<file path="src/rtl/icache_frz.sv">
module icache_frz #(
  parameter int AW         = 32,
  parameter int LINES      = 32,
  parameter int LWORDS     = 4,
  parameter int EN_BIT     = 31,
  parameter int NOINV_BIT  = 28,
  parameter int FRZ_BIT    = 27,
  parameter int INVALL_BIT = 24
) (
  input  logic          clk,
  input  logic          rst_n,
  input  logic          ctl_we,
  input  logic [31:0]   ctl_wdata,
  input  logic          dbg_mode,
  output logic [31:0]   ctl_rdata,
  input  logic          inv_req,
  input  logic [AW-1:0] inv_addr,
  input  logic          f_req,
  input  logic [AW-1:0] f_addr,
  input  logic          f_word,
  output logic          f_rdy,
  output logic [31:0]   f_data,
  output logic          m_req,
  output logic [AW-1:0] m_addr,
  output logic          m_word,
  input  logic          m_ack,
  input  logic [31:0]   m_data
);
  localparam int WSEL_W = $clog2(LWORDS);
  localparam int OFF_W  = WSEL_W + 2;
  localparam int IDX_W  = $clog2(LINES);
  localparam int TAG_W  = AW - IDX_W - OFF_W;
  localparam logic [31:0] EN_M     = 32'd1 << EN_BIT;
  localparam logic [31:0] NOINV_M  = 32'd1 << NOINV_BIT;
  localparam logic [31:0] FRZ_M    = 32'd1 << FRZ_BIT;
  localparam logic [31:0] INVALL_M = 32'd1 << INVALL_BIT;
  localparam logic [31:0] CTL_M    = EN_M | NOINV_M | FRZ_M | INVALL_M;

  typedef enum logic [1:0] {S_IDLE, S_BYP, S_FILL, S_FLUSH} st_t;

  st_t                st;
  logic [31:0]        ctrl;
  logic [LINES-1:0]   valid;
  logic [TAG_W-1:0]   tags [LINES];
  logic [31:0]        dmem [LINES*LWORDS];
  logic [31:0]        lfb  [LWORDS];
  logic [AW-1:0]      rq_addr;
  logic               rq_word;
  logic [WSEL_W-1:0]  cnt;
  logic [IDX_W-1:0]   fcnt;
  logic               discard;
  logic               rdy_q;
  logic [31:0]        dat_q;

  function automatic logic [31:0] pick(input logic [31:0] lw, input logic lo, input logic wd);
    if (!wd) return lw;
    return lo ? {16'h0, lw[15:0]} : {16'h0, lw[31:16]};
  endfunction

  wire en     = ctrl[EN_BIT];
  wire frz    = ctrl[FRZ_BIT];
  wire noinv  = ctrl[NOINV_BIT];
  wire invall = ctrl[INVALL_BIT];

  wire [IDX_W-1:0]  f_idx = f_addr[OFF_W +: IDX_W];
  wire [TAG_W-1:0]  f_tag = f_addr[AW-1 -: TAG_W];
  wire [WSEL_W-1:0] f_sel = f_addr[2 +: WSEL_W];
  wire              f_wd  = f_word | f_addr[1];
  wire              hit   = en && valid[f_idx] && (tags[f_idx] == f_tag);

  wire [IDX_W-1:0]  q_idx = rq_addr[OFF_W +: IDX_W];
  wire [TAG_W-1:0]  q_tag = rq_addr[AW-1 -: TAG_W];
  wire [WSEL_W-1:0] q_sel = rq_addr[2 +: WSEL_W];
  wire [TAG_W-1:0]  q_tag_cur = tags[q_idx];
  wire [IDX_W-1:0]  inv_idx = inv_addr[OFF_W +: IDX_W];

  wire inv_go   = inv_req && !noinv;
  wire inv_kill = inv_go && (st == S_FILL) && (inv_idx == q_idx);
  wire last     = (st == S_FILL) && m_ack && (cnt == WSEL_W'(LWORDS-1));
  wire arr_we   = last && !discard && !inv_kill && (!frz || !valid[q_idx]);
  wire accept   = (st == S_IDLE) && f_req && !rdy_q && !invall;
  wire flush_end = (st == S_FLUSH) && (fcnt == IDX_W'(LINES-1));

  logic unused_bits;
  assign unused_bits = ^{inv_addr[AW-1:OFF_W+IDX_W], inv_addr[OFF_W-1:0], f_addr[0], rq_addr[0]};

  assign ctl_rdata = dbg_mode ? ctrl : 32'h0;
  assign f_rdy     = rdy_q;
  assign f_data    = dat_q;
  assign m_req     = (st == S_BYP) || (st == S_FILL);
  assign m_word    = (st == S_BYP) && rq_word;
  assign m_addr    = (st == S_FILL) ? {rq_addr[AW-1:OFF_W], cnt, 2'b00}
                                    : {rq_addr[AW-1:1], 1'b0};

  always_ff @(posedge clk) begin
    if (!rst_n) begin
      ctrl <= '0;
    end else if (flush_end) begin
      ctrl <= ctrl & ~INVALL_M;
    end else if (ctl_we) begin
      ctrl <= (ctl_wdata & CTL_M) | ((st == S_FLUSH) ? (ctrl & INVALL_M) : 32'h0);
    end
  end

  always_ff @(posedge clk) begin
    if (!rst_n) begin
      st      <= S_IDLE;
      rq_addr <= '0;
      rq_word <= 1'b0;
      cnt     <= '0;
      fcnt    <= '0;
      discard <= 1'b0;
      rdy_q   <= 1'b0;
      dat_q   <= '0;
    end else begin
      rdy_q <= 1'b0;
      case (st)
        S_IDLE: begin
          if (invall) begin
            st   <= S_FLUSH;
            fcnt <= '0;
          end else if (accept) begin
            rq_addr <= f_addr;
            rq_word <= f_wd;
            cnt     <= '0;
            discard <= 1'b0;
            if (!en) begin
              st <= S_BYP;
            end else if (hit) begin
              rdy_q <= 1'b1;
              dat_q <= pick(dmem[{f_idx, f_sel}], f_addr[1], f_wd);
            end else begin
              st <= S_FILL;
            end
          end
        end
        S_BYP: begin
          if (m_ack) begin
            rdy_q <= 1'b1;
            dat_q <= pick(m_data, rq_addr[1], rq_word);
            st    <= S_IDLE;
          end
        end
        S_FILL: begin
          if (inv_kill) discard <= 1'b1;
          if (m_ack) begin
            lfb[cnt] <= m_data;
            cnt      <= cnt + 1'b1;
            if (cnt == q_sel) begin
              rdy_q <= 1'b1;
              dat_q <= pick(m_data, rq_addr[1], rq_word);
            end
            if (last) st <= S_IDLE;
          end
        end
        S_FLUSH: begin
          fcnt <= fcnt + 1'b1;
          if (flush_end) st <= S_IDLE;
        end
        default: st <= S_IDLE;
      endcase
    end
  end

  always_ff @(posedge clk) begin
    if (!rst_n) begin
      valid <= '0;
    end else begin
      if (st == S_FLUSH) valid[fcnt] <= 1'b0;
      if (arr_we) valid[q_idx] <= 1'b1;
      if (inv_go) valid[inv_idx] <= 1'b0;
    end
  end

  always_ff @(posedge clk) begin
    if (arr_we) begin
      tags[q_idx] <= q_tag;
      for (int i = 0; i < LWORDS; i++)
        dmem[{q_idx, i[WSEL_W-1:0]}] <= (i == LWORDS-1) ? m_data : lfb[i];
    end
  end


  mreq_hold_chk: assert property (@(posedge clk) disable iff (!rst_n)
    m_req && !m_ack |=> m_req && $stable(m_addr));


  rdy_pulse_chk: assert property (@(posedge clk) disable iff (!rst_n)
    f_rdy |=> !f_rdy);


  line_inv_chk: assert property (@(posedge clk) disable iff (!rst_n)
    inv_req && !noinv |=> !valid[$past(inv_idx)]);


  noinv_chk: assert property (@(posedge clk) disable iff (!rst_n)
    inv_req && noinv && st == S_IDLE |=> valid == $past(valid));


  byp_keep_chk: assert property (@(posedge clk) disable iff (!rst_n)
    st == S_BYP && !inv_req |=> valid == $past(valid));


  frz_keep_chk: assert property (@(posedge clk) disable iff (!rst_n)
    st == S_FILL && frz && valid[q_idx] |=> $stable(q_tag_cur));


  flush_done_chk: assert property (@(posedge clk) disable iff (!rst_n)
    $fell(invall) |-> valid == '0);
endmodule

</file>
<file path="config.mk">
export PLATFORM = sky130hd
export DESIGN_NAME = icache_frz
export DESIGN_NICKNAME = d
export VERILOG_FILES = /design/src/rtl/icache_frz.sv
export SDC_FILE = /design/constraint.sdc
export NUM_CORES = 2
export LEC_CHECK = 0
export BUFFER_PORTS_ARGS = -buffer_cell sky130_fd_sc_hd__buf_2
export CORE_ASPECT_RATIO = 0.9
export CORE_UTILIZATION = 50
export CTS_CLUSTER_SIZE = 28
export DETAILED_ROUTE_END_ITERATION = 10
export PLACE_DENSITY = 0.64
export SYNTH_ARGS = -nofsm -noshare
export SYNTH_HDL_FRONTEND = slang
export SYNTH_MEMORY_MAX_BITS = 65536
export SYNTH_SLANG_ARGS = --single-unit
</file>
<file path="constraint.sdc">
create_clock -name clk -period 10.46 [get_ports clk]
set_clock_uncertainty 0.2 [all_clocks]
set_input_delay 1.569 -clock clk [delete_from_list [all_inputs] [get_ports clk]]
set_output_delay 1.569 -clock clk [all_outputs]
set_load 0.1 [all_outputs]
</file>
==> run_results.csv <==
group,metric,value,unit
critical_path,count_of_cells_along_the_worst_register_to_register_path,9,
synthesis,ys_async_sr_fraction,0,
route,top_layer_used,"met5",
sta,final_period_minus_worst_setup_slack,6510,ps
global_routing,grt_pass1_vias,91873,
synthesis,synth_flop_cell,"edfxtp_1",
critical_path,critPathMaxFanout,26,
critical_path,critical_path.reg2reg.endpoint,"dmem[84][23]$_DFFE_PP_",
placement,finalWeightedCongestion,0.805,
worst_hold_path,hold_path_startpoint,"f_data[18]$_SDFFE_PN0P_",
pwr,peakVddDrop,0.000158,V
sta,worst_slew_pin_slew,1370,ps
cts,post_cts_hold_buffer_count,0,
critical_path,timing.critical_path.arrival,7190,ps
route,first_drt_iteration_drcs,10971,
placement,post_dp_cell_area,200000,sq um
global_routing,global_route_wire_length_before_repair,670000,microns
cts,clk-insertion-delay-late,1000,ps
worst_hold_path,worst_hold_path_type,"reg -> reg",
layout,fraction_of_layout_cells_with_a_size_suffix_above_1,0.274,
synthesis,flop_and_latch_count_out_of_synthesis,5039,
sta,max_slew_margin,0.0838,
cts,tritoncts.num_buffers,476,
synthesis,synth.cells.most_frequent,"edfxtp_1 (4928), mux4_2 (1389), nand2_1 (275), mux2i_1 (271), clkbuf_1 (193)",
sta,rsz0062_at_grt,"no",
synthesis,synth_seq_area_share,0.778,
cts,postCtsResizedCells,0,
route,dr_wl_met3,38500,microns
critical_path,critical_path_launch_point_type,"input pin",
global_routing,globalRouteTotalUtil,0.241,
pwr,cellPowerDensity,196,nW/um^2
floorplanning,io_pins,235,
sta,final-setup-viol-count,0,
cts,sinks_on_the_clock_net,5039,
synthesis,syn_area_per_cell,23.2,sq um
synthesis,synthMostInstantiatedCell,"edfxtp_1",
sta,finalMaxSlewViolations,0,
floorplanning,design.core.area,384000,sq um
cts,clk_transition_reported_paths,60,ps
critical_path,worst-setup-path-type,"in -> reg",
route,iteration_count_of_the_initial_detailed_routing_pass,8,
pwr,leakage,67.4,nW
synthesis,edff_count_synth,4928,
route,wirelength,470000,microns
synthesis,synth_area_leaders,"edfxtp_1 (77%), mux4_2 (16%), mux2i_1 (1.4%), dfxtp_1 (1.2%), nand2_1 (0.53%)",
layout,flip_flop_and_latch_area,150000,sq um
sta,fmax,154,MHz
critical_path,cp_endpoint_kind,"flop",
layout,layoutNonFillerInstCount,14209,
synthesis,summed_instance_area_of_the_synthesized_netlist,193000,sq um
layout,multiInputGateArea,40300,sq um
cts,cts_root_buffer,"clkbuf_16",
sta,hold_viol,0,
placement,placedCellCount,13319,
critical_path,worstSetupStartpoint,"f_addr[8]",
floorplanning,initial_core_utilization,0.502,
route,vias_per_cell,6.36,
route,drc,0,
cts,cts.path.max_buffers,4,
synthesis,synth_warnings,0,
sta,fin_crit_sh,0.622,
route,drtAntennaViolNets,0,
global_routing,antenna_violations_before_repair,27,
synthesis,synth.top_cell.area_share,0.767,
cts,postCtsSetupRepairBufs,0,
layout,finish.utilization,0.561,
layout,area.growth.synth_to_final,11.7,%
cts,cts-htree-levels,5,
layout,layout.cell_area.non_filler,215000,sq um
critical_path,regToRegSetupSlack,4850,ps
sta,finalSetupTns,0,ps
placement,port_buffers,149,
synthesis,postSynthCellCount,8322,
sta,fin_hold_ws,270,ps
critical_path,worst_r2r_startpoint,"rq_addr[4]$_SDFFE_PN0P_",
critical_path,required,11140,ps
synthesis,synth_top_cell_by_area,"edfxtp_1",
route,met2WireLength,223000,microns
floorplanning,row_count,216,
layout,finalNetCount,8823,
global_routing,grt_overflow,0,
route,m1WireLength,196000,microns
layout,fill_cells,27783,
global_routing,grt_start_max_net_pins,140,
floorplanning,die_width,657,microns
status,status,"finished clean",
route,wl_per_cell,33.1,microns
route,routed-via-count,90381,
critical_path,critPathCapture,"f_data[14]$_SDFFE_PN0P_",
synthesis,synth_cell_types,62,
placement,place.detailed.hpwl,242000,microns
cts,cts_tree,"built",
floorplanning,die_height,591,microns
floorplanning,floorplan.die_area,388000,sq um
job,max_cap_viol_count,0,
kinds of logic (layout without fill, tap and decap cells):
| logic type | count (synthesis) | after routing | synth area share |
|---|---|---|---|
| adder cells (fa/ha/maj) | 13 | 13 | 0.000843 |
| multiplexers | 1670 | 1670 | 0.177 |
| XOR/XNOR | 30 | 30 | 0.00136 |
| AO/OA/AOI/OAI | 463 | 463 | 0.0154 |
| buffers and inverters | 555 | 1275 | 0.0138 |
| other | 1 | 45 | 0.0000194 |
| flip-flops | 5039 | 5039 | 0.778 |
| AND/OR/NAND/NOR | 551 | 551 | 0.0135 |
routing by layer:
metal,GRT usage,up-vias
met2,0.380,4232
met1,0.359,49344
met4,0.0656,2
met5,0,-
met3,0.0324,695
li1,-,36108
worst max-delay path: stages:
cell	delay (ps)
buf_6	260
buf_4	670
buf_4	490
nand2b_1	340
a21oi_1	90
nor4_1	1020
buf_4	260
xor2_1	70
nor4_2	280
nand3_1	290
o31ai_4	300
buf_4	430
nand2_2	570
o31ai_2	400
layout make-up:
type | instances | share of cell area
Multi-Input combinational cell | 2756 | 0.187
Sequential cell | 5039 | 0.697
Antenna cell | 16 | 0.000186
Timing Repair Buffer | 355 | 0.0126
Clock inverter | 279 | 0.0130
Tap cell | 5123 | 0.0297
Inverter | 46 | 0.00192
Clock buffer | 595 | 0.0585
state kept, by name, indices dropped and copies added (netlist names):
| name | cells |
|---|---|
| dmem | 4096 |
| tags | 736 |
| lfb | 96 |
| f_data | 32 |
| valid | 32 |
| rq_addr | 31 |
| fcnt | 5 |
| ctrl | 4 |
| cnt | 2 |
| st | 2 |
| discard | 1 |
| f_rdy | 1 |
| rq_word | 1 |
worst min path at each step:
stage                                    endpoint  slack [ps]  depth (start not counted)
after floorplan              valid[18]$_SDFF_PN0_         260                          2
after global placement    f_data[17]$_SDFFE_PN0P_         250                          2
after detailed placement  f_data[17]$_SDFFE_PN0P_         260                          2
after CTS                 f_data[17]$_SDFFE_PN0P_         270                          2
after global routing      f_data[17]$_SDFFE_PN0P_         290                          2
final                     f_data[18]$_SDFFE_PN0P_         270                          2
cells in the final DEF (no fill, tap or decap), drive strengths merged, types with 16 or more instances in the layout:
cell	instances
a21oi	115
nor2	39
mux4	1389
nand2b	17
xor2	16
diode	16
buf	355
nor2b	29
dfxtp	111
inv	55
nand4	30
nor4	16
mux2i	271
a21boi	30
nor3	27
bufinv	45
and2	17
nand3	65
clkbuf	595
a22oi	86
conb	29
clkinv	212
edfxtp	4928
nand2	276
o21ai	92
o22ai	68
stage by stage:
stage	total power [mW]	worst slack, ps
floorplan	24.7	3910
global placement	25.6	3080
global route	43.3	3850
finish	42.2	3950
detailed placement	25.6	3100
CTS	42.5	4140
where the power goes:
| part | switching, mW | total, mW | internal (mW) |
|---|---|---|---|
| Sequential | 0.229 | 22.4 | 22.1 |
| Combinational | 1.95 | 2.83 | 0.882 |
| Clock | 7.40 | 17.0 | 9.64 |
| Total | 9.58 | 42.2 | 32.7 |
Note: power is estimated with default switching activity, not from simulation.
